## config.mk

```make
export PLATFORM = sky130hd
export DESIGN_NAME = tri_spi_master
export DESIGN_NICKNAME = d
export VERILOG_FILES = /design/src/rtl/tsm_pkg.sv /design/src/rtl/tsm_halftick.sv /design/src/rtl/tsm_frame.sv /design/src/rtl/tri_spi_master.sv
export SDC_FILE = /design/constraint.sdc
export NUM_CORES = 1
export LEC_CHECK = 0
export ABC_AREA = 1
export BUFFER_PORTS_ARGS = -buffer_cell sky130_fd_sc_hd__buf_2
export CAP_MARGIN = 20
export CORE_MARGIN = 3
export CORE_UTILIZATION = 55
export DETAILED_ROUTE_END_ITERATION = 12
export PLACE_DENSITY = 0.85
export SYNTH_ARGS = -nofsm -noshare
export SYNTH_HDL_FRONTEND = slang
export SYNTH_HIERARCHICAL = 1
export SYNTH_SLANG_ARGS = --single-unit
```

## constraint.sdc

```tcl
create_clock -name clk -period 7.25 [get_ports clk]
set_clock_uncertainty 0.1 [all_clocks]
set_input_delay 0.725 -clock clk [delete_from_list [all_inputs] [get_ports clk]]
set_output_delay 0.725 -clock clk [all_outputs]
set_load 0.02 [all_outputs]
```

## src/rtl/tsm_pkg.sv

```systemverilog
package tsm_pkg;
  localparam int ADDR_W = 2;

  typedef enum logic [ADDR_W-1:0] {
    REG_CFG  = 2'd0,
    REG_TX   = 2'd1,
    REG_RX   = 2'd2,
    REG_NONE = 2'd3
  } reg_sel_e;

  // transmit word layout
  localparam int TX_FRAME_W = 24;
  localparam int TX_SEL_LSB = 24;
  // configuration word layout
  localparam int CFG_RST_LSB  = 4;
  localparam int CFG_STAT_LSB = 16;
endpackage

```

## src/rtl/tsm_halftick.sv

```systemverilog
module tsm_halftick #(
  parameter int DIV_W = 3
) (
  input  logic             clk,
  input  logic             rst_n,
  input  logic             run,
  input  logic [DIV_W-1:0] code,
  output logic             tick
);
  localparam int CNT_W = (1 << DIV_W) - 1;

  logic [CNT_W-1:0] cnt_q, cnt_d, lim;
  logic [CNT_W:0]   span;

  always_comb begin
    span = (CNT_W+1)'(1) << code;
    lim  = span[CNT_W-1:0] - CNT_W'(1);
    tick = run && (cnt_q == lim);
    if (!run || tick) cnt_d = '0;
    else              cnt_d = cnt_q + CNT_W'(1);
  end

  always_ff @(posedge clk or negedge rst_n) begin
    if (!rst_n) cnt_q <= '0;
    else        cnt_q <= cnt_d;
  end
endmodule

```

## src/rtl/tsm_frame.sv

```systemverilog
module tsm_frame #(
  parameter int NUM_DEV    = 3,
  parameter int FRAME_BITS = 24,
  parameter int RX_BITS    = 8
) (
  input  logic                       clk,
  input  logic                       rst_n,
  input  logic                       start,
  input  logic [FRAME_BITS-1:0]      frame_in,
  input  logic [NUM_DEV-1:0]         sel_in,
  input  logic                       tick,
  input  logic [NUM_DEV-1:0]         miso,
  output logic                       busy,
  output logic                       sclk,
  output logic                       mosi,
  output logic [NUM_DEV-1:0]         cs_n,
  output logic                       done,
  output logic [NUM_DEV-1:0]         sel,
  output logic [NUM_DEV*RX_BITS-1:0] cap
);
  localparam int BIT_W = $clog2(FRAME_BITS);
  localparam logic [BIT_W-1:0] LAST_BIT = BIT_W'(FRAME_BITS - 1);
  localparam logic [BIT_W-1:0] CAP_FROM = BIT_W'(FRAME_BITS - RX_BITS);

  logic                  busy_q, busy_d, sclk_q, sclk_d;
  logic [FRAME_BITS-1:0] sh_q, sh_d;
  logic [BIT_W-1:0]      bit_q, bit_d;
  logic [NUM_DEV-1:0]    sel_q, sel_d;
  logic                  rise, fall, cap_en;

  always_comb begin
    busy_d = busy_q;
    sclk_d = sclk_q;
    sh_d   = sh_q;
    bit_d  = bit_q;
    sel_d  = sel_q;
    rise   = busy_q && tick && !sclk_q;
    fall   = busy_q && tick && sclk_q;
    done   = fall && (bit_q == LAST_BIT);
    cap_en = rise && (bit_q >= CAP_FROM);
    if (start && !busy_q) begin
      busy_d = 1'b1;
      sclk_d = 1'b0;
      sh_d   = frame_in;
      bit_d  = '0;
      sel_d  = sel_in;
    end else if (rise) begin
      sclk_d = 1'b1;
    end else if (fall) begin
      sclk_d = 1'b0;
      if (done) begin
        busy_d = 1'b0;
      end else begin
        bit_d = bit_q + BIT_W'(1);
        sh_d  = {sh_q[FRAME_BITS-2:0], 1'b0};
      end
    end
  end

  always_ff @(posedge clk or negedge rst_n) begin
    if (!rst_n) begin
      busy_q <= 1'b0;
      sclk_q <= 1'b0;
      sh_q   <= '0;
      bit_q  <= '0;
      sel_q  <= '0;
    end else begin
      busy_q <= busy_d;
      sclk_q <= sclk_d;
      sh_q   <= sh_d;
      bit_q  <= bit_d;
      sel_q  <= sel_d;
    end
  end

  for (genvar i = 0; i < NUM_DEV; i++) begin : g_lane
    logic [RX_BITS-1:0] cap_q;
    always_ff @(posedge clk or negedge rst_n) begin
      if (!rst_n)      cap_q <= '0;
      else if (cap_en) cap_q <= {cap_q[RX_BITS-2:0], miso[i]};
    end
    assign cap[i*RX_BITS +: RX_BITS] = cap_q;
    assign cs_n[i] = !(busy_q && sel_q[i]);
  end

  assign busy = busy_q;
  assign sclk = sclk_q;
  assign mosi = busy_q && sh_q[FRAME_BITS-1];
  assign sel  = sel_q;
endmodule

```

## src/rtl/tri_spi_master.sv

```systemverilog
module tri_spi_master
  import tsm_pkg::*;
#(
  parameter int NUM_DEV    = 3,
  parameter int FRAME_BITS = 24,
  parameter int RX_BITS    = 8,
  parameter int DIV_W      = 3,
  parameter int STAT_W     = 16,
  parameter int DATA_W     = 32
) (
  input  logic              clk,
  input  logic              rst_n,
  input  logic [ADDR_W-1:0] reg_addr,
  input  logic              reg_we,
  input  logic [DATA_W-1:0] reg_wdata,
  output logic [DATA_W-1:0] reg_rdata,
  input  logic [STAT_W-1:0] status_in,
  output logic              busy,
  output logic              sclk,
  output logic              mosi,
  input  logic [NUM_DEV-1:0] miso,
  output logic [NUM_DEV-1:0] cs_n,
  output logic [1:0]        buf_rst_n
);
  localparam int RX_W     = NUM_DEV * RX_BITS;
  localparam int RX_PAD   = DATA_W - RX_W;
  localparam int GAP_LO_W = CFG_RST_LSB - DIV_W;
  localparam int GAP_HI_W = CFG_STAT_LSB - CFG_RST_LSB - 2;
  localparam int TX_PAD   = DATA_W - TX_FRAME_W - NUM_DEV;

  logic [1:0]         rst_sync_q;
  logic               rst_n_s;
  logic [DIV_W-1:0]   div_q, div_d, div_run_q, div_run_d;
  logic [1:0]         brst_q, brst_d;
  logic [TX_FRAME_W+NUM_DEV-1:0] tx_q, tx_d;
  logic [RX_W-1:0]    rx_q, rx_d;
  logic               wr_cfg, start, tick, done, busy_i;
  logic [NUM_DEV-1:0] sel;
  logic [RX_W-1:0]    cap;

  // asynchronous assert, synchronous release
  always_ff @(posedge clk or negedge rst_n) begin
    if (!rst_n) rst_sync_q <= 2'b00;
    else        rst_sync_q <= {rst_sync_q[0], 1'b1};
  end
  assign rst_n_s = rst_sync_q[1];

  assign wr_cfg = reg_we && (reg_addr == REG_CFG);
  assign start  = reg_we && (reg_addr == REG_TX) && !busy_i;

  always_comb begin
    div_d     = wr_cfg ? reg_wdata[DIV_W-1:0] : div_q;
    brst_d    = wr_cfg ? reg_wdata[CFG_RST_LSB +: 2] : brst_q;
    tx_d      = start ? reg_wdata[TX_FRAME_W+NUM_DEV-1:0] : tx_q;
    div_run_d = start ? div_q : div_run_q;
    rx_d      = rx_q;
    for (int i = 0; i < NUM_DEV; i++)
      if (done && sel[i]) rx_d[i*RX_BITS +: RX_BITS] = cap[i*RX_BITS +: RX_BITS];
  end

  always_ff @(posedge clk or negedge rst_n_s) begin
    if (!rst_n_s) begin
      div_q     <= '0;
      div_run_q <= '0;
      brst_q    <= '0;
      tx_q      <= '0;
      rx_q      <= '0;
    end else begin
      div_q     <= div_d;
      div_run_q <= div_run_d;
      brst_q    <= brst_d;
      tx_q      <= tx_d;
      rx_q      <= rx_d;
    end
  end

  tsm_halftick #(.DIV_W(DIV_W)) u_tick (
    .clk(clk), .rst_n(rst_n_s), .run(busy_i), .code(div_run_q), .tick(tick)
  );

  tsm_frame #(.NUM_DEV(NUM_DEV), .FRAME_BITS(TX_FRAME_W), .RX_BITS(RX_BITS)) u_frame (
    .clk(clk), .rst_n(rst_n_s), .start(start),
    .frame_in(reg_wdata[TX_FRAME_W-1:0]),
    .sel_in(reg_wdata[TX_SEL_LSB +: NUM_DEV]),
    .tick(tick), .miso(miso), .busy(busy_i), .sclk(sclk), .mosi(mosi),
    .cs_n(cs_n), .done(done), .sel(sel), .cap(cap)
  );

  always_comb begin
    unique case (reg_addr)
      REG_CFG:  reg_rdata = {status_in, {GAP_HI_W{1'b0}}, brst_q, {GAP_LO_W{1'b0}}, div_q};
      REG_TX:   reg_rdata = {{TX_PAD{1'b0}}, tx_q};
      REG_RX:   reg_rdata = {{RX_PAD{1'b0}}, rx_q};
      default:  reg_rdata = '0;
    endcase
  end

  assign busy      = busy_i;
  assign buf_rst_n = brst_q;
endmodule

```

* Yosys cells after proc, flatten, opt, wreduce, memory -nomap -nowiden *
Cells that the tools add are included.

operators by class
  add/subtract/negate cells = 3
  order comparisons = 1
  equal/unequal tests = 6
  shifts and indexed selects = 1
  muxes and demuxes = 17
  reduce and logical (&&, ||, !) cells = 29

operator list
  cell                 number
  $mux 24              4
  $pmux 32 s3          1
  $mux 5               4
  $logic_and 1x1->1    17
  $add 7x1->7 const B  1
  $eq 7x7->1           1
  $mux 1               7
  $mux 7               1
  $shl 1x3->7 const A  1
  $sub 7x1->7 const B  1
  $reduce_and 3->1     2
  $add 5x1->5 const B  1
  $eq 5x5->1 const B   1
  $ge 5x5->1 const B   1
  $logic_not 1->1      5
  $reduce_bool 2->1    2
  $reduce_bool 3->1    1
  $eq 2x1->1 const B   1
  $eq 2x2->1 const B   1
  $logic_not 2->1      1
  $ne 2x1->1 const B   1
  $ne 2x2->1 const B   1
  $logic_or 1x1->1     1

storage, ports and cells
  register bits = 126
  bits of input ports = 56
  logic and storage cells = 74

* Longest topological paths before layout *
Gate-level depths: netlist of run 1.

  word-level depth = 11
  depth in mapped cells = 17
  depth with buffers taken out = 15

* Hierarchy *
The synthesis of run 1 kept the hierarchy.

by module, submodules not included
  module          times used  cells each  area each (um^2)
  tri_spi_master  1           379         2,850.2
  tsm_frame       1           335         2,755.1
  tsm_halftick    1           70          506.7

* Worst setup path after synthesis of run 1 *
Ideal clock, no wire load.

  path kind = register -> register
  start point = register div_run_q[2]
  end point = register rx_q[12]
  setup time = 0.066 ns
  arrival = 2.125 ns
  data required time = 7.084 ns
  setup slack = 4.959 ns
  cell stages (with the launch flop) = 17
  clock period less this slack = 2.291 ns
  path through = dfrtp_1 buf_6 nor2_2 nand2_1 nand2_1 nand2_1 nor2_2 nand3_2 nor2_1 nand2_2 nor2_4 inv_1 nor2_1 buf_2 clkbuf_1 nand3_1 nand2_1

on the way
  cells in the longest elaborated chain, start to end = 8

ends and longest elaborated chain
  element                          line                  source
  start: declaration               tri_spi_master.sv:33  logic [DIV_W-1:0] div_q, div_d, div_run_q, div_run_d;
  start signal: assignment         tri_spi_master.sv:70  div_run_q <= div_run_d;
  $shl 1x3->7                      tsm_halftick.sv:16    span = (CNT_W+1)'(1) << code;
  $sub 7x1->7                      tsm_halftick.sv:17    lim = span[CNT_W-1:0] - CNT_W'(1);
  $eq 7x7->1                       tsm_halftick.sv:18    tick = run && (cnt_q == lim);
  $logic_and 1x1->1                tsm_halftick.sv:18
  net tick                         tri_spi_master.sv:37  logic wr_cfg, start, tick, done, busy_i;
  $logic_and 1x1->1 (2 in series)  tsm_frame.sv:38       fall = busy_q && tick && sclk_q;
  $logic_and 1x1->1                tsm_frame.sv:39       done = fall && (bit_q == LAST_BIT);
  net done                         tri_spi_master.sv:37
  $logic_and 1x1->1                tri_spi_master.sv:58  if (done && sel[i]) rx_d[i*RX_BITS +: RX_BITS] = cap[i*RX_BITS +: RX_BITS];
  end signal: assignment           tri_spi_master.sv:73  rx_q <= rx_d;
  end: declaration                 tri_spi_master.sv:36  logic [RX_W-1:0] rx_q, rx_d;

The timed path passes the listed nets, and every way through them passes these cells.
A chain may end at the register's enable or synchronous reset.

* Worst setup path after layout of run 1 *
  start point = register u_frame.busy_q, in the netlist u_frame/busy
  end point = register u_frame.sh_q[4]

on the way
  elaborated cells between the ends (all ways) = 13
  those cells by class = eq/ne (2); mux (1); reduce/logical (10)

RTL lines
  element                                                    line                  source
  start: declaration                                         tsm_frame.sv:25       logic busy_q, busy_d, sclk_q, sclk_d;
  start signal: assignment                                   tsm_frame.sv:68       busy_q <= busy_d;
  $logic_not 1->1 (*)                                        tri_spi_master.sv:49  assign start = reg_we && (reg_addr == REG_TX) && !busy_i;
  $logic_and 1x1->1 (*)                                      tri_spi_master.sv:49
  net start                                                  tri_spi_master.sv:37
  $logic_and 1x1->1 (*)                                      tsm_frame.sv:41       if (start && !busy_q) begin
  $ne 2x1->1 (no source line), or another cell as far along  -
  $reduce_and 3->1 (no source line)                          -
  end signal: assignment                                     tsm_frame.sv:64       sh_q <= '0;
  end signal: assignment                                     tsm_frame.sv:70       sh_q <= sh_d;
  end: declaration                                           tsm_frame.sv:26       logic [FRAME_BITS-1:0] sh_q, sh_d;

The timed path passes the listed nets; every way through them passes the cells marked *.

==> impl_metrics.env, run 1 <==
export IMPL_multi_input_area_sq_um=2560
export IMPL_die_x_microns=111
export IMPL_clkSinkCount=126
export IMPL_swShare=0.340
export IMPL_fin_nets=918
export IMPL_switching_power_uw=903
export IMPL_worstSetupStartpointType="flop"
export IMPL_drv_slew=0
export IMPL_synth_seq_cells=126
export IMPL_htreeDepth=4
export IMPL_async_flop_share=1.00
export IMPL_mostFrequentLayoutCell="nand2_1"
export IMPL_p_leak_nw=4.03
export IMPL_clk_insertion_delay_late_ns=0.53
export IMPL_dpl_cell_area_sq_um=6540
export IMPL_hold_path_class="reg -> async"
export IMPL_period_minus_slack_ns=3.60
export IMPL_ys_flop_type="dfrtp_1"
export IMPL_total_power_mw=2.66
export IMPL_rrSetupSlack_ns=3.65
export IMPL_drc=0
export IMPL_num_vias=5406
export IMPL_core_sq_um=10600
export IMPL_synthCells=784
export IMPL_regToRegStartpoint="u_frame/busy"
export IMPL_synth_edff_count=0
export IMPL_boundaryPins=96
export IMPL_slew_headroom=0.296
export IMPL_max_cap_violations=0
export IMPL_critical_path_startpoint="u_frame/busy"
export IMPL_viasPerCell=5.35
export IMPL_synth_area_per_cell_sq_um=7.80
export IMPL_setup_viol=0
export IMPL_end_kind="flop"
export IMPL_grt_ovfl_total=0
export IMPL_final_cell_mix="nand2_1, dfrtp_1, nand3_1, buf_2, inv_1"
export IMPL_grt_antenna_before_repair=0
export IMPL_reg2reg_to="u_frame/sh_q[4]"
export IMPL_drtIter0Drc=585
export IMPL_crit_fanout=55
export IMPL_synth_area_sq_um=6110
export IMPL_io_buffers=90
export IMPL_combPwrFrac=0.228
export IMPL_clkTransAtPathRegs_ns=0.07
export IMPL_cellInternalPower_mw=1.76
export IMPL_grt_start_max_net_pins=84
export IMPL_avgRoutedWirePerCell_microns=14.5
export IMPL_root_buffer="clkbuf_8"
export IMPL_rsz0062_at_grt="no"
export IMPL_grt_pass1_vias=5163
export IMPL_final_setup_tns_ns=0
export IMPL_dieArea_sq_um=12400
export IMPL_wirelength_microns=14600
export IMPL_clock_power_share=0.345
export IMPL_hold_ws_ns=0.220
export IMPL_place_congestion=0.789
export IMPL_worstPathArrival_ns=3.90
export IMPL_final_area_sq_um=7220
export IMPL_die_y_microns=111
export IMPL_cts_made_buffers=17
export IMPL_fin_util=0.684
export IMPL_reg2reg_depth=9
export IMPL_clk_path_buf_depth=2
export IMPL_fp_row_count=37
export IMPL_post_dp_hpwl_microns=9450
export IMPL_drtPass1Iterations=5
export IMPL_vdd_ir_drop_worst_uv=206
export IMPL_drtAntennaViolNets=0
export IMPL_worstPathRequired_ns=7.55
export IMPL_fillers=821
export IMPL_syn_to_final_growth_pct=18.1
export IMPL_power_density_nw_per_um2=368
export IMPL_outcome="completed"
export IMPL_finalHoldViolations=0
export IMPL_seq_power_share=0.427
export IMPL_crit_type="reg -> reg"
export IMPL_seq_area_frac_synth=0.516
export IMPL_period_share=0.497
export IMPL_tightestPinTransition_ns=1.05
export IMPL_max_freq_mhz=278
export IMPL_ys_types=25
export IMPL_post_cts_setup_buffers=0
export IMPL_layout_drive_gt1_share=0.196
export IMPL_crit_end="u_frame/sh_q[4]"
export IMPL_tritoncts="done"
export IMPL_regArea_sq_um=3160
export IMPL_grt_pass1_wl_microns=24600
export IMPL_syn_nets=842
export IMPL_yosysWarningCount=6
export IMPL_initial_utilization=0.579
export IMPL_grt_total_usage=0.244
==> flip-flops by register name (all words and copies together) (netlist names) <==
| signal | count |
|---|---|
| u_frame/bit_q | 5 |
| tx_q | 27 |
| u_frame/sel | 3 |
| u_frame/busy | 1 |
| div_q | 3 |
| u_tick/cnt_q | 7 |
| buf_rst_n | 2 |
| div_run_q | 3 |
| u_frame/sh_q | 24 |
| u_frame/sclk | 1 |
| rst_sync_q | 2 |
| u_frame/g_lane.cap_q | 24 |
| rx_q | 24 |
==> cell type report <==
type | count | area share
Antenna cell | 1 | 0.000347
Clock buffer | 19 | 0.0584
Timing Repair Buffer | 99 | 0.0749
Sequential cell | 126 | 0.437
Clock inverter | 13 | 0.0295
Tap cell | 136 | 0.0236
Multi-Input combinational cell | 576 | 0.355
Inverter | 40 | 0.0208
==> power by group through the flow <==
| stage | sequential, mW | clock (mW) | combinational [mW] |
|---|---|---|---|
| after detailed placement | 1.14 | 0 | 0.599 |
| after CTS | 1.13 | 0.923 | 0.608 |
| after floorplan | 1.08 | 0 | 0.485 |
| after global placement | 1.13 | 0 | 0.575 |
| final | 1.13 | 0.918 | 0.607 |
| after global routing | 1.16 | 0.962 | 0.697 |
==> through the flow <==
| step | setup WS [ns] | cells |
|---|---|---|
| 2_1_floorplan | 3.38 | 784 |
| 3_3_place_gp | 3.48 | 975 |
| 3_5_place_dp | 3.43 | 975 |
| 4_1_cts | 3.72 | 1008 |
| 5_1_grt | 3.41 | 1009 |
| 6_report | 3.65 | 1010 |
==> cells in the mapped netlist (4+ instances only) <==
master    count  area, sq um
nor2_2       11         68.8
nand2_1     371         1390
a21oi_1      13         65.1
buf_4         6         45.0
nand3_2      20          200
nand2_2       4         25.0
inv_1        37          139
clkbuf_1      9         33.8
buf_6         6         67.6
nand3_1      94          470
o21ai_0      16         80.1
buf_2        20          100
nor2_1       29          109
dfrtp_1     126         3150
==> critical path: stages (launching register included) <==
cell	delay (ns)
dfrtp_1	0.65
nor2_2	0.07
buf_4	0.25
nand2_1	0.81
inv_1	0.13
nand2_2	0.13
buf_4	0.54
nand2_2	0.48
nand2_1	0.21
nand2_1	0.07
==> how the worst min path moves through the flow <==
stage,end,slack [ns]
3_3_place_gp,u_frame/g_lane[1].cap_q[5],0.24
6_report,u_frame/g_lane[1].cap_q[4],0.22
5_1_grt,rst_sync_q[1],0.26
4_1_cts,u_frame/g_lane[1].cap_q[0],0.25
3_5_place_dp,rst_sync_q[1],0.23
2_1_floorplan,rst_sync_q[1],0.23
==> cells by family after synthesis <==
kind of cell,after synthesis,synth area share
compound gates,29,0.0237
xor+xnor,5,0.00717
fa+ha+maj,2,0.00409
buf+inv,82,0.0655
flops,126,0.516
other cells,1,0.000614
simple gates,539,0.383
==> timing repair <==
item | CTS | global route
endpoints found under the hold margin | 2 | 0
endpoints found under the setup margin | 0 | 0
resized for setup | 0 | 0
hold buffers | 1 | 0
==> per-layer routing <==
layer,track usage,wire length (microns),vias up
met4,0.0835,211,0
met2,0.381,7010,225
met3,0.0620,1120,18
met1,0.337,6280,2556
met5,0,0,-
li1,-,-,2607
Power figures use the tool's default switching activity.
==> run 2: changes to the inputs <==
--- a/config.mk
+++ b/config.mk
@@ -5,7 +5,7 @@
 export SDC_FILE = /design/constraint.sdc
 export NUM_CORES = 1
 export LEC_CHECK = 0
-export ABC_AREA = 1
+export ABC_AREA = 0
 export BUFFER_PORTS_ARGS = -buffer_cell sky130_fd_sc_hd__buf_2
 export CAP_MARGIN = 20
 export CORE_MARGIN = 3
==> constraint.sdc (replaced) <==
create_clock -name clk -period 3.57 [get_ports clk]
set_clock_uncertainty 0.1 [all_clocks]
set_input_delay 0.357 -clock clk [delete_from_list [all_inputs] [get_ports clk]]
set_output_delay 0.357 -clock clk [all_outputs]
set_load 0.02 [all_outputs]
==> run 2 against run 1 <==
Non-clock buffer count rose by 20. Synthesized cell count fell by 46%. Largest power group unchanged. Critical path depth shrank 1.
==> impl_metrics.env, run 2 <==
export IMPL_outcome="completed"
export IMPL_synthCells=427
export IMPL_max_cap_violations=0
export IMPL_layout_drive_gt1_share=0.405
export IMPL_tritoncts="done"
export IMPL_hold_end="tx_q[5]"
export IMPL_period_minus_slack_ns=3.32
export IMPL_tightestPinTransition_ns=0.776
export IMPL_power_density_nw_per_um2=775
export IMPL_max_freq_mhz=301
export IMPL_netlist_top_cell_by_area="dfrtp_1"
export IMPL_slew_headroom=0.482
export IMPL_yosysWarningCount=6
export IMPL_rsz0062_at_grt="no"
export IMPL_regToRegStartpoint="div_run_q[2]"
export IMPL_num_vias=4167
export IMPL_crit_type="reg -> reg"
export IMPL_synth_area_per_cell_sq_um=13.6
export IMPL_setup_viol=0
export IMPL_reg2reg_depth=8
export IMPL_regArea_sq_um=3160
export IMPL_syn_to_final_growth_pct=22.3
export IMPL_period_share=0.931
export IMPL_seq_area_frac_synth=0.542
export IMPL_worstPathArrival_ns=3.62
export IMPL_viasPerCell=6.05
export IMPL_synth_common_cells="dfrtp_1, mux2_2, mux2_4"
export IMPL_mostFrequentLayoutCell="dfrtp_1"
export IMPL_synthTopCellsByArea="dfrtp_1, mux2_2, mux2_4"
export IMPL_cts_made_buffers=17
export IMPL_place_congestion=0.896
export IMPL_final_cell_mix="dfrtp_1, buf_2, mux2_2, mux2_4, and2_1"
export IMPL_die_y_microns=109
export IMPL_grt_total_usage=0.266
export IMPL_ys_types=52
export IMPL_multi_input_area_sq_um=2470
export IMPL_rrSetupSlack_ns=0.25
export IMPL_worstSetupStartpointType="flop"
export IMPL_initial_utilization=0.579
export IMPL_finalHoldViolations=0
export IMPL_synth_top_cell_area_share=0.542
export IMPL_grt_pass1_wl_microns=23600
export IMPL_htreeDepth=4
export IMPL_io_buffers=90
export IMPL_reg2reg_to="rx_q[17]"
export IMPL_clkTransAtPathRegs_ns=0.06
export IMPL_grt_antenna_before_repair=0
export IMPL_async_flop_share=1.00
export IMPL_top_register="tx_q"
export IMPL_p_leak_nw=3.46
export IMPL_dieArea_sq_um=11900
export IMPL_synth_seq_cells=126
export IMPL_fillers=627
export IMPL_drtAntennaViolNets=0
export IMPL_fin_nets=600
export IMPL_final_setup_tns_ns=0
export IMPL_place_inst=634
export IMPL_clk_path_buf_depth=2
export IMPL_synth_area_sq_um=5820
export IMPL_root_buffer="clkbuf_8"
export IMPL_drc=0
export IMPL_grt_ovfl_total=0
export IMPL_grt_pass1_vias=4375
export IMPL_boundaryPins=96
export IMPL_clkSinkCount=126
export IMPL_end_kind="flop"
export IMPL_hold_path_class="in -> reg"
export IMPL_vdd_ir_drop_worst_uv=372
export IMPL_worstPathRequired_ns=3.87
export IMPL_die_x_microns=109
export IMPL_clk_insertion_delay_late_ns=0.53
export IMPL_largest_reg_flops=27
export IMPL_crit_fanout=10
export IMPL_synth_most_common_cell="dfrtp_1"
export IMPL_core_sq_um=10000
export IMPL_ys_flop_type="dfrtp_1"
export IMPL_instances_no_fill=689
export IMPL_wirelength_microns=15100
export IMPL_fp_row_count=36
export IMPL_drv_slew=0
export IMPL_drtIter0Drc=358
export IMPL_synth_edff_count=0
export IMPL_hold_depth=2
export IMPL_post_dp_hpwl_microns=9550
export IMPL_syn_nets=485
export IMPL_avgRoutedWirePerCell_microns=21.9
export IMPL_grt_start_max_net_pins=50
export IMPL_min_from="reg_wdata[5]"
export IMPL_drtPass1Iterations=5
==> run 2: cell count changes after synthesis, sizes merged, moves of 17 or more <==
cell | previous run | this run
nand2 | 376 | 21
nand3 | 114 | 7
mux2 | 0 | 84
inv | 40 | 4
nor2 | 42 | 11
and2 | 0 | 26
a221o | 0 | 21
mux2i | 0 | 17
==> run 2: metal layers <==
metal / track usage / routed length (microns) / vias up
met4: 0.110 / 445 / 0
met2: 0.445 / 7610 / 200
met1: 0.339 / 6130 / 2115
met5: 0 / 0 / -
met3: 0.0521 / 910 / 44
li1: - / - / 1808
==> run 2: timing repair <==
action,CTS,global route
endpoints found under the setup margin,0,20
setup buffers,0,0
hold buffers,20,1
resized for setup,0,1
hold endpoints to repair,24,1
==> run 2: per-stage QoR <==
step           total power [mW]  cell area [sq um]  utilization  setup WS (ns)  hold slack, ns
2_1_floorplan              3.32               5820            -          0.756         -0.0386
3_3_place_gp               3.63               6310        0.628          0.397          0.0418
3_5_place_dp               3.74               6310        0.628          0.195          0.0462
4_1_cts                    5.47               7090        0.706          0.188        0.000883
5_1_grt                    5.75               7110        0.708         0.0531         0.00662
6_report                   5.51               7120        0.709          0.245         0.00717
==> run 2: final cells by class <==
cell class                 count  area share
timing repair buffer         119       0.102
antenna                        1    0.000352
sequential                   126       0.444
clock inverter                14      0.0222
inverter                       4     0.00211
tap                          133      0.0234
clock buffer                  18      0.0587
multi-input combinational    274       0.347
==> run 2: kinds of logic after synthesis <==
group / count (synthesis) / share of synthesized area
xor gates and xnor gates: 8 / 0.0120
muxes: 101 / 0.210
adders and majority gates: 2 / 0.00430
and+or+nand+nor: 87 / 0.0907
DFF: 126 / 0.542
buffers and inverters: 27 / 0.0338
AOI/OAI and AO/OA: 75 / 0.106
other: 1 / 0.000644
==> run 2: worst max-delay path by stage <==
stage	start	slack [ns]	end
after CTS	div_run_q[2]	0.19	rx_q[17]
final	div_run_q[2]	0.25	rx_q[17]
after global placement	div_run_q[2]	0.40	rx_q[19]
after floorplan	div_run_q[2]	0.76	rx_q[10]
after global routing	div_run_q[2]	0.05	rx_q[17]
after detailed placement	div_run_q[2]	0.20	rx_q[17]
==> run 2: critical path: stages (launching register included) <==
cell and delay (ns):
dfrtp_1 0.49, or4_4 0.55, o211ai_2 0.08, nor4b_4 0.40, and3_1 0.34, nand3_2 0.21
nor2_2 0.30, nand2_1 0.33, mux2_2 0.39
==> run 2: power breakdown <==
part	switching (mW)	internal (mW)	total, mW
sequential	0.479	1.89	2.37
clock	0.682	1.00	1.69
combinational	0.675	0.781	1.46
total	1.84	3.68	5.51
==> run 3: changes to the inputs <==
--- a/config.mk
+++ b/config.mk
@@ -9,9 +9,10 @@
 export BUFFER_PORTS_ARGS = -buffer_cell sky130_fd_sc_hd__buf_2
 export CAP_MARGIN = 20
 export CORE_MARGIN = 3
-export CORE_UTILIZATION = 55
+export CORE_UTILIZATION = 51
 export DETAILED_ROUTE_END_ITERATION = 12
-export PLACE_DENSITY = 0.85
+export GPL_ROUTABILITY_DRIVEN = 1
+export PLACE_DENSITY = 0.83
 export SYNTH_ARGS = -nofsm -noshare
 export SYNTH_HDL_FRONTEND = slang
 export SYNTH_HIERARCHICAL = 1
==> constraint.sdc (replaced) <==
create_clock -name clk -period 2.9 [get_ports clk]
set_clock_uncertainty 0.1 [all_clocks]
set_input_delay 0.29 -clock clk [delete_from_list [all_inputs] [get_ports clk]]
set_output_delay 0.29 -clock clk [all_outputs]
set_load 0.02 [all_outputs]
==> run 3 against run 2 <==
Non-clock buffer count decreased by 12. First-iteration DRC count is 28% lower. Worst setup slack got worse by 0.11 ns. Via count is 4.7% lower. Worst hold slack barely moved. Wire length down 8.3%. Global-route usage is 3.9 points lower. Maximum frequency increased by 20%. Design area is 1.3% lower.
==> impl_metrics.env, run 3 (synthesis gave the netlist of run 2 again) <==
export IMPL_outcome="completed"
export IMPL_hold_path_class="in -> reg"
export IMPL_grt_ovfl_total=0
export IMPL_grt_pass1_vias=4189
export IMPL_dieArea_sq_um=12700
export IMPL_die_x_microns=113
export IMPL_layout_drive_gt1_share=0.425
export IMPL_io_buffers=90
export IMPL_clkTransAtPathRegs_ns=0.05
export IMPL_cellInternalPower_mw=4.67
export IMPL_grt_total_usage=0.227
export IMPL_regArea_sq_um=3160
export IMPL_end_kind="flop"
export IMPL_swShare=0.310
export IMPL_max_freq_mhz=362
export IMPL_boundaryPins=96
export IMPL_slew_headroom=0.539
export IMPL_post_dp_hpwl_microns=9330
export IMPL_crit_type="reg -> reg"
export IMPL_largest_reg_flops=27
export IMPL_post_cts_setup_buffers=0
export IMPL_drv_slew=0
export IMPL_switching_power_mw=2.10
export IMPL_drtAntennaViolNets=0
export IMPL_rsz0062_at_grt="yes"
export IMPL_num_vias=3973
export IMPL_wirelength_microns=13800
export IMPL_htreeDepth=4
export IMPL_total_power_mw=6.77
export IMPL_p_leak_nw=3.44
export IMPL_clkSinkCount=126
export IMPL_grt_pass1_wl_microns=22400
export IMPL_top_register="tx_q"
export IMPL_worstPathRequired_ns=3.09
export IMPL_fp_row_count=38
export IMPL_die_y_microns=113
export IMPL_rrSetupSlack_ns=0.14
export IMPL_worstSetupStartpointType="flop"
export IMPL_root_buffer="clkbuf_16"
export IMPL_clk_path_buf_depth=2
export IMPL_clk_insertion_delay_late_ns=0.42
export IMPL_drc=0
export IMPL_grt_antenna_before_repair=1
export IMPL_period_share=0.952
export IMPL_drtPass1Iterations=5
export IMPL_place_ws_ns=0.00215
export IMPL_power_density_nw_per_um2=964
export IMPL_finalHoldViolations=0
export IMPL_clock_power_share=0.305
export IMPL_fillers=757
export IMPL_cts_made_buffers=17
export IMPL_fin_nets=588
export IMPL_period_minus_slack_ns=2.76
export IMPL_place_congestion=0.872
export IMPL_tritoncts="done"
export IMPL_core_sq_um=11000
export IMPL_vdd_ir_drop_worst_uv=416
export IMPL_mostFrequentLayoutCell="dfrtp_1"
export IMPL_drtIter0Drc=258
export IMPL_initial_utilization=0.530
export IMPL_multi_input_area_sq_um=2490
export IMPL_avgRoutedWirePerCell_microns=20.3
export IMPL_tightestPinTransition_ns=0.690
export IMPL_worstPathArrival_ns=2.95
export IMPL_grt_start_max_net_pins=56
export IMPL_setup_viol=0
export IMPL_viasPerCell=5.83
export IMPL_seq_power_share=0.424
export IMPL_max_cap_violations=0
export IMPL_final_cell_mix="dfrtp_1, buf_2, mux2_2, mux2_4, and2_1"
export IMPL_combPwrFrac=0.271
export IMPL_syn_to_final_growth_pct=20.7
export IMPL_crit_fanout=8
export IMPL_worst_slack_ns=0.139
==> run 3: layer usage <==
| layer | up-vias | share of wire | wire, microns | GRT usage |
|---|---|---|---|---|
| li1 | 1783 | - | - | - |
| met1 | 2004 | 0.41 | 5700 | 0.286 |
| met2 | 147 | 0.50 | 6930 | 0.370 |
| met3 | 39 | 0.054 | 748 | 0.0620 |
| met4 | 0 | 0.033 | 463 | 0.0986 |
| met5 | - | 0 | 0 | 0 |
==> run 3: final timing paths <==
check                                     start                    endpoint  cells past startpoint
worst max-delay path            u_tick/cnt_q[5]                    rx_q[12]                      8
worst min-delay path                    miso[2]  u_frame/g_lane[2].cap_q[0]                      2
worst max register to register  u_tick/cnt_q[5]                    rx_q[12]                      8
worst min register to register    rst_sync_q[1]  u_frame/g_lane[1].cap_q[4]                      0
max in group asynchronous         rst_sync_q[1]                    div_q[0]                      1
min in group asynchronous                 rst_n               rst_sync_q[1]                      2
==> run 3: repair_timing <==
| item | 4_1_cts | 5_1_grt |
|---|---|---|
| gates cloned | 0 | 0 |
| setup endpoints to repair | 18 | 47 |
| hold buffers | 4 | 0 |
| gates resized for setup | 0 | 5 |
| pin swaps | 0 | 0 |
| endpoints found under the hold margin | 5 | 0 |
==> run 3: worst max-delay path, cell delays in order (launching register included) <==
cell and delay, ns:
dfrtp_1 0.42, or4_4 0.55, o211ai_2 0.08, nor4b_4 0.22, and3_1 0.30, nand3_2 0.12
nor2_2 0.30, nand2_2 0.22, mux2_2 0.33
==> run 3: power by group through the flow <==
| stage | Sequential, mW | Clock, mW | Combinational, mW |
|---|---|---|---|
| 3_5_place_dp | 2.86 | 0 | 1.81 |
| 2_1_floorplan | 2.68 | 0 | 1.41 |
| 4_1_cts | 2.86 | 2.08 | 1.84 |
| 3_3_place_gp | 2.82 | 0 | 1.72 |
| 5_1_grt | 2.95 | 2.16 | 1.99 |
| 6_report | 2.87 | 2.06 | 1.84 |
==> run 3: metrics by stage <==
stage	TNS [ns]	util	instances	instance area (sq um)	hold slack [ns]
after floorplan	0	-	427	5820	-0.106
after global placement	0	0.582	647	6390	-0.0232
after detailed placement	0	0.582	647	6390	-0.0227
after CTS	-0.171	0.638	681	7010	0.00202
after global routing	-0.00527	0.640	682	7030	0.00591
final	0	0.640	682	7030	0.00703
==> run 3: layout make-up <==
class | count | share of cell area
Timing Repair Buffer | 107 | 0.0873
Clock inverter | 7 | 0.0125
Tap cell | 140 | 0.0249
Antenna cell | 1 | 0.000356
Multi-Input combinational cell | 274 | 0.354
Sequential cell | 126 | 0.449
Inverter | 4 | 0.00214
Clock buffer | 23 | 0.0695
